**src/rtl/mmlf_pkg.sv**
```systemverilog
package mmlf_pkg;
  typedef enum logic [1:0] {
    ST_IDLE   = 2'd0,
    ST_TRACK  = 2'd1,
    ST_LOCKED = 2'd2
  } mmlf_state_e;
endpackage

```
**src/rtl/mmlf_extrema.sv**
```systemverilog
module mmlf_extrema #(
  parameter int W = 8
) (
  input  logic         clk_i,
  input  logic         rst_ni,
  input  logic         load_i,
  input  logic         upd_i,
  input  logic [W-1:0] code_i,
  output logic [W-1:0] max_o,
  output logic [W-1:0] min_o,
  output logic [W-1:0] max_nxt_o,
  output logic [W-1:0] min_nxt_o
);
  logic [W-1:0] max_q, min_q, max_d, min_d;

  always_comb begin
    max_d = max_q;
    min_d = min_q;
    if (load_i) begin
      max_d = code_i;
      min_d = code_i;
    end else if (upd_i) begin
      if (code_i > max_q) max_d = code_i;
      if (code_i < min_q) min_d = code_i;
    end
  end

  always_ff @(posedge clk_i or negedge rst_ni) begin
    if (!rst_ni) begin
      max_q <= '0;
      min_q <= '0;
    end else if (load_i || upd_i) begin
      max_q <= max_d;
      min_q <= min_d;
    end
  end

  assign max_o     = max_q;
  assign min_o     = min_q;
  assign max_nxt_o = max_d;
  assign min_nxt_o = min_d;
endmodule

```
**src/rtl/mmlf_reversal.sv**
```systemverilog
module mmlf_reversal #(
  parameter int TARGET = 6,
  parameter int CW     = 3
) (
  input  logic          clk_i,
  input  logic          rst_ni,
  input  logic          clear_i,
  input  logic          arm_i,
  input  logic          upd_i,
  input  logic          pol_i,
  output logic [CW-1:0] count_o,
  output logic          hit_o
);
  logic [CW-1:0] cnt_q, cnt_d;
  logic          ref_q, ref_d;
  logic          flip;

  assign flip = upd_i && (pol_i != ref_q);

  always_comb begin
    cnt_d = cnt_q;
    ref_d = ref_q;
    if (clear_i) begin
      cnt_d = '0;
    end else if (arm_i) begin
      cnt_d = '0;
      ref_d = pol_i;
    end else if (upd_i) begin
      ref_d = pol_i;
      if (flip && (cnt_q != CW'(TARGET))) cnt_d = cnt_q + 1'b1;
    end
  end

  always_ff @(posedge clk_i or negedge rst_ni) begin
    if (!rst_ni) begin
      cnt_q <= '0;
      ref_q <= 1'b0;
    end else if (clear_i || arm_i || upd_i) begin
      cnt_q <= cnt_d;
      ref_q <= ref_d;
    end
  end

  assign count_o = cnt_q;
  assign hit_o   = flip && (cnt_q == CW'(TARGET - 1));
endmodule

```
**src/rtl/mmlf_midpoint.sv**
```systemverilog
module mmlf_midpoint #(
  parameter int W = 8
) (
  input  logic [W-1:0] hi_i,
  input  logic [W-1:0] lo_i,
  output logic [W-1:0] mid_o
);
  logic [W:0] sum;
  assign sum   = {1'b0, hi_i} + {1'b0, lo_i};
  assign mid_o = sum[W:1];
endmodule

```
**src/rtl/minmax_lock_filter.sv**
```systemverilog
module minmax_lock_filter
  import mmlf_pkg::*;
#(
  parameter int CODE_W     = 8,
  parameter int INV_TARGET = 6
) (
  input  logic              clk_i,
  input  logic              rst_ni,
  input  logic              enable_i,
  input  logic              step_one_i,
  input  logic              tick_i,
  input  logic              polarity_i,
  input  logic [CODE_W-1:0] code_i,
  output logic [CODE_W-1:0] lock_code_o,
  output logic              locked_o
);
  localparam int CNT_W = $clog2(INV_TARGET + 1);

  mmlf_state_e       state_q, state_d;
  logic [CODE_W-1:0] code_q, code_d;
  logic              sample, enter, upd, hit;
  logic [CODE_W-1:0] ext_max, ext_min, max_nxt, min_nxt, mid;
  logic [CNT_W-1:0]  rev_cnt;

  assign sample = tick_i && enable_i;
  assign enter  = sample && step_one_i && (state_q == ST_IDLE);
  assign upd    = sample && (state_q == ST_TRACK);

  mmlf_extrema #(.W(CODE_W)) u_ext (
    .clk_i(clk_i), .rst_ni(rst_ni), .load_i(enter), .upd_i(upd),
    .code_i(code_i), .max_o(ext_max), .min_o(ext_min),
    .max_nxt_o(max_nxt), .min_nxt_o(min_nxt)
  );

  mmlf_reversal #(.TARGET(INV_TARGET), .CW(CNT_W)) u_rev (
    .clk_i(clk_i), .rst_ni(rst_ni), .clear_i(!enable_i), .arm_i(enter),
    .upd_i(upd), .pol_i(polarity_i), .count_o(rev_cnt), .hit_o(hit)
  );

  mmlf_midpoint #(.W(CODE_W)) u_mid (
    .hi_i(max_nxt), .lo_i(min_nxt), .mid_o(mid)
  );

  always_comb begin
    state_d = state_q;
    code_d  = code_q;
    if (!enable_i) begin
      state_d = ST_IDLE;
      code_d  = '0;
    end else begin
      case (state_q)
        ST_IDLE:   if (enter) state_d = ST_TRACK;
        ST_TRACK:  if (hit) begin
                     state_d = ST_LOCKED;
                     code_d  = mid;
                   end
        ST_LOCKED: state_d = ST_LOCKED;
        default:   state_d = ST_IDLE;
      endcase
    end
  end

  always_ff @(posedge clk_i or negedge rst_ni) begin
    if (!rst_ni) begin
      state_q <= ST_IDLE;
      code_q  <= '0;
    end else begin
      state_q <= state_d;
      code_q  <= code_d;
    end
  end

  assign lock_code_o = code_q;
  assign locked_o    = (state_q == ST_LOCKED);
endmodule

```
**config.mk**
```make
export PLATFORM = sky130hd
export DESIGN_NAME = minmax_lock_filter
export DESIGN_NICKNAME = d
export VERILOG_FILES = /design/src/rtl/mmlf_pkg.sv /design/src/rtl/mmlf_extrema.sv /design/src/rtl/mmlf_reversal.sv /design/src/rtl/mmlf_midpoint.sv /design/src/rtl/minmax_lock_filter.sv
export SDC_FILE = /design/constraint.sdc
export NUM_CORES = 1
export LEC_CHECK = 0
export ABC_CLOCK_PERIOD_IN_PS = 9460
export BUFFER_PORTS_ARGS = -buffer_cell sky130_fd_sc_hd__buf_4
export CORE_ASPECT_RATIO = 1.75
export CORE_MARGIN = 4
export CORE_UTILIZATION = 40
export CTS_CLUSTER_SIZE = 14
export DETAILED_ROUTE_END_ITERATION = 10
export GPL_ROUTABILITY_DRIVEN = 1
export GPL_TIMING_DRIVEN = 0
export PLACE_DENSITY_LB_ADDON = 0.1
export SLEW_MARGIN = 20
export SYNTH_ARGS = -nofsm -noshare
export SYNTH_HDL_FRONTEND = slang
export SYNTH_SLANG_ARGS = --single-unit
```
**constraint.sdc**
```tcl
create_clock -name clk_i -period 9.46 [get_ports clk_i]
set_input_delay 1.892 -clock clk_i [delete_from_list [all_inputs] [get_ports clk_i]]
set_output_delay 1.892 -clock clk_i [all_outputs]
set_load 0.1 [all_outputs]
```
# == After elaboration in Yosys (flattened, before gate mapping) ==
# Cells that the tools add are included.
# classes
n_lt_le_gt_ge,2
eq_ne,11
n_mux,19
reduce_logical,17
add_sub_neg,2
# op_table
cell,count
8-bit two-way mux,9
3-bit two-way mux,4
8-bit by 8-bit adder with 9-bit output,1
8-bit > comparator,1
8-bit < comparator,1
1-bit logical AND,7
2-bit two-way mux,3
"3-bit by 1-bit inequality test with 1-bit output, second input constant",2
"3-bit inequality test, second input constant",2
2-bit case mux with 3 select lines,1
3-bit AND reduction,2
"2-bit by 1-bit inequality test with 1-bit output, second input constant",2
2-bit AND reduction,2
"3-bit by 1-bit adder with 3-bit output, second input constant",1
"3-bit == test, second input constant",1
1-bit logical OR,3
"3-bit by 2-bit inequality test with 1-bit output, second input constant",1
"2-bit by 1-bit == test with 1-bit output, second input constant",1
"2-bit == test, second input constant",1
2-bit zero test,1
1-bit two-way mux,2
2-bit nonzero test,1
1-bit zero test,1
1-bit inequality test,1
# word_totals
reg_bits,30
word_cells,57
out_inout_bits,9
input_bits,14

# == Logic depth before layout (Yosys ltp) ==
# depth
word_depth,8
mapped_depth,16
depth_no_buf,14

# == Modules after synthesis ==
# Synthesis repeated with hierarchy kept, for this count alone.
# unflattened
hier_cells,263
area_unflattened_um2,2453.6
# modules_own_cells
mod,n_inst,area_per_inst_um2,cells_each
mmlf_extrema,1,1363.8,140
minmax_lock_filter,1,496.7,54
mmlf_midpoint,1,319.1,42
mmlf_reversal,1,274.0,27

# == Worst setup path before layout ==
# Ideal clock, no wire load.
# synth_path
path_kind,input -> register
startpoint,input port code_i[2]
endpoint,"register code_q[6], in the netlist lock_code_o[6]"
path_buffers,1
setup_slack_ns,4.149
arrival_ns,5.239
path_stages,14
path_cell_list,ha_1 -> a211o_1 -> a31oi_1 -> o311a_1 -> nor2_1 -> clkbuf_1 -> mux2_2 -> ha_1 -> nor4_1 -> o21ai_0 -> o2111a_1 -> a21o_1 -> or4_1 -> nand3_1
# synth_between
elab_chain_len,8
word_cells_on_any_way,12
cone_classes,add/sub (1); order compare (2); mux (9)
# synth_rtl
item,line_no,rtl
"start, declared",minmax_lock_filter.sv:13,"input logic [CODE_W-1:0] code_i,"
8-bit < comparator,mmlf_extrema.sv:24,if (code_i < min_q) min_d = code_i;
8-bit two-way mux,mmlf_extrema.sv:24,
8-bit two-way mux,mmlf_extrema.sv:22,end else if (upd_i) begin
8-bit two-way mux,mmlf_extrema.sv:19,if (load_i) begin
via min_nxt[3],minmax_lock_filter.sv:22,"logic [CODE_W-1:0] ext_max, ext_min, max_nxt, min_nxt, mid;"
8-bit by 8-bit adder with 9-bit output,mmlf_midpoint.sv:9,"assign sum = {1'b0, hi_i} + {1'b0, lo_i};"
8-bit two-way mux,minmax_lock_filter.sv:53,ST_TRACK: if (hit) begin
8-bit two-way mux,minmax_lock_filter.sv:51,case (state_q)
8-bit two-way mux,minmax_lock_filter.sv:47,if (!enable_i) begin
"end signal, assigned",minmax_lock_filter.sv:69,code_q <= code_d;
"end, declared",minmax_lock_filter.sv:20,"logic [CODE_W-1:0] code_q, code_d;"
# The timed path passes the listed nets, and every way through them passes these cells. The select of a mux whose other input is x is not followed.
# A chain may end at the register's enable or synchronous reset.

# == Worst setup path after layout ==
# Same ends and word-level chain as after synthesis.

==> impl_metrics.ini <==
[placement]
post-place-cells = 349
place_ws_ns = 3.404
routabilityCongestion = 0.8050
dpl_cell_area_mm2 = 0.002651
dp_wirelength_mm = 4.413
place.port_buffers = 22

[global_routing]
first_global_vias = 2100
grtUsageTotal_pct = 17.50
globalRoute.totalOverflow = 0
antenna_found_initial = 0
global_route_wire_length_before_repair_mm = 9.632
grt_start_max_net_pins = 31

[worst_setup_path]
timing.critical_path.mode_cell = ha_1
critical_path.startpoint_type = input pin
cp_slowest_cell = nor2_1
crit-reg2reg-launch = u_ext.min_o[2]
timing.setup.critical_path_class = in2reg
timing.critical_path.cells = buf_4 -> ha_1 -> a211o_1 -> a31oi_1 -> o311a_1 -> nor2_1 -> clkbuf_1 -> mux2_2 -> ha_1 -> nor4_1 -> o21ai_0 -> o2111a_1 -> a21o_1 -> or4_1 -> nand3_1
path_delay_family = simple AND/OR/NAND/NOR gates
critical-path-max-stage-delay_ns = 0.53
cp-end-kind = flop
r2r_cells = 15
worst-path-buf-inv = 2
crit_fanout = 10
worst-endpoint-required_ns = 9.67
timing.rr.end = lock_code_o[6]
worstPathArrival_ns = 5.99
setup.reg_to_reg.worst_slack_ns = 5.05

[cells_and_area]
antenna_cells_inserted = 0
design_area_mm2 = 0.002728
fillCellCount = 639
layout-area-overhead-vs-synth_pct = 14.20
ff_latch_area_um2 = 750.7
multi_input_combinational_cell_area_mm2 = 0.001510
drive_gt1_share_pct = 20.86
layout.nets = 321
final_cell_count_no_fill = 356
post-route-util_pct = 46.76

[synthesis]
synth_compound_gate_area_share_pct = 18.23
nets_in_the_synthesized_netlist = 292
synth_largest_area_cell = dfrtp_1
multiplexer_area_fraction_after_synthesis_pct = 11.16
synth_adder_area_share_pct = 15.51
synthesis.instances = 249
ys_seq_area_share_pct = 31.43
post-synth-top-count-cell = dfrtp_1
yosys_top_cell_area_share_pct = 31.43
mapped_cell_area_mm2 = 0.002389
synth_simple_gate_area_share_pct = 16.13
main_synth_ff_type = dfrtp_1
synth_enable_flop_cells = 0
synthTopCellsByCount = dfrtp_1 (30), ha_1 (28), inv_1 (25)
combinational_family_with_the_most_area_after_synthesis = compound AO/OA/AOI/OAI gates
post_synth_xor_area_fraction_pct = 2.200
area_contributors_post_synth = dfrtp_1 (31%), ha_1 (15%), mux2_2 (9.9%)
ys_warn_count = 0
yosys.cell_types.count = 56
asyncSetResetFlopFracSynth_pct = 100.0
synthesis.area_per_instance_um2 = 9.593
ys_seq_elements = 30

[route]
dr.first_iter.drc_count = 42
drt-wirelength-per-cell_um = 15.77
totalWireLength_mm = 5.613
route.detailed.drc = 0
via_density_per_instance = 5.492
route.antenna.remaining_nets = 0
drt_first_pass_iters = 4
num_vias = 1955

[timing]
finalCriticalPeriod_ns = 5.773
setup_violations = 0
rsz_0062_raised_after_global_routing = false
maxClockFrequency_mhz = 173.2
setup_tns_ns = 0
worst_clock_skew_ns = 0.003565
final.setup.worst_slack_ns = 3.687
max_slew.worst_pin.slew_ns = 0.6635
max_slew_violation_total_from_the_final_report = 0
hold_violations = 0
hold_slack_ns = 0.5146
finalCritPeriodShare_pct = 61.02
timing.max_slew.rel_slack_pct = 55.60

[cts]
cts.sink_count = 30
cts_inserted_buffers = 5
cts_resized = 0
clkTransAtPathRegs_ns = 0.06
clock_tree.buffer_depth = 2
post-cts-setup-buffer-count = 0
clock_tree.htree_level_count = 2
postCtsHoldBufs = 0
cts_tree = yes
clk-insertion-delay-late_ns = 0.28
ctsRootBufferMaster = clkbuf_8

[power_and_ir_drop]
power.total_mw = 0.6922
peak_supply_drop_mv = 0.09721
pwr_density_cell_mw_per_mm2 = 253.8
static-leakage-power_nw = 1.301

[floorplanning]
core_mm2 = 0.005833
die_w_um = 66.42
die_height_um = 110.2
num_io_pins = 23
die_ar_mm2 = 0.007321
rows = 37
initial_utilization_pct = 40.95

[run_status]
outcome = completed

[job]
drv.max_cap_violation_count = 0

[worst_hold_path]
timing.hold.worst.class = reg2reg
instance_count_along_the_most_critical_hold_path = 2
worstHoldStart = state_q[1]
hold-path-endpoint = state_q[1]
==> per-layer routing <==
layer / vias up / GRT usage, % / share of wire (%)
met5: - / 0 / 0
met4: 0 / 7.849 / 2.5
met3: 11 / 3.144 / 2.8
met2: 32 / 33.69 / 57
met1: 939 / 17.66 / 38
li1: 973 / - / -
==> kinds of logic after synthesis <==
kind of cell | count (synthesis)
xor+xnor | 6
buf+inv | 32
mux | 24
flops | 30
fa+ha+maj | 29
simple gates | 71
compound gates | 57
==> cell usage in the layout (no fill, tap or decap), types with 9 or more instances in the layout <==
master and count:
dfrtp_1 30, ha_1 28, inv_1 25, buf_4 22, mux2_2 21, nand2_1 17, nand3_1 11, nor2_1 11
a21oi_1 9
==> state kept, by name, summed over array words and instances, names as in the netlist <==
name           cells
lock_code_o        8
u_ext.max_o        8
u_ext.min_o        8
u_rev.count_o      3
state_q            2
u_rev.ref_q        1
==> final cells by class <==
| cell class | instances | share of cell area, % |
|---|---|---|
| multi-input combinational | 187 | 55.37 |
| sequential | 30 | 27.52 |
| timing repair buffer | 22 | 6.055 |
| tap | 78 | 3.578 |
| inverter | 25 | 3.440 |
| clock buffer | 7 | 2.798 |
| buffer | 7 | 1.239 |
==> tightest hold or removal path: stages, from the launching register on <==
cell	delay, ns
dfrtp_1	0.37
nand2_1	0.06
nand2_1	0.05
==> where the power goes <==
part	leakage [nW]	switching, mW	internal (mW)	total, mW
logic	0.880	0.219	0.180	0.399
clock network	0.0383	0.0462	0.0506	0.0968
registers	0.384	0.0292	0.167	0.196
total	1.30	0.295	0.397	0.692
==> how the worst max path moves through the flow <==
stage | startpoint | endpoint | slack (ns) | depth (start not counted)
floorplan | code_i[2] | lock_code_o[6] | 4.15 | 14
global placement | code_i[2] | lock_code_o[6] | 3.36 | 15
detailed placement | code_i[2] | lock_code_o[6] | 3.40 | 15
CTS | code_i[2] | lock_code_o[6] | 3.68 | 15
global route | code_i[2] | lock_code_o[6] | 3.42 | 15
finish | code_i[2] | lock_code_o[6] | 3.69 | 15
No activity file was read; power rests on OpenSTA's default activity.
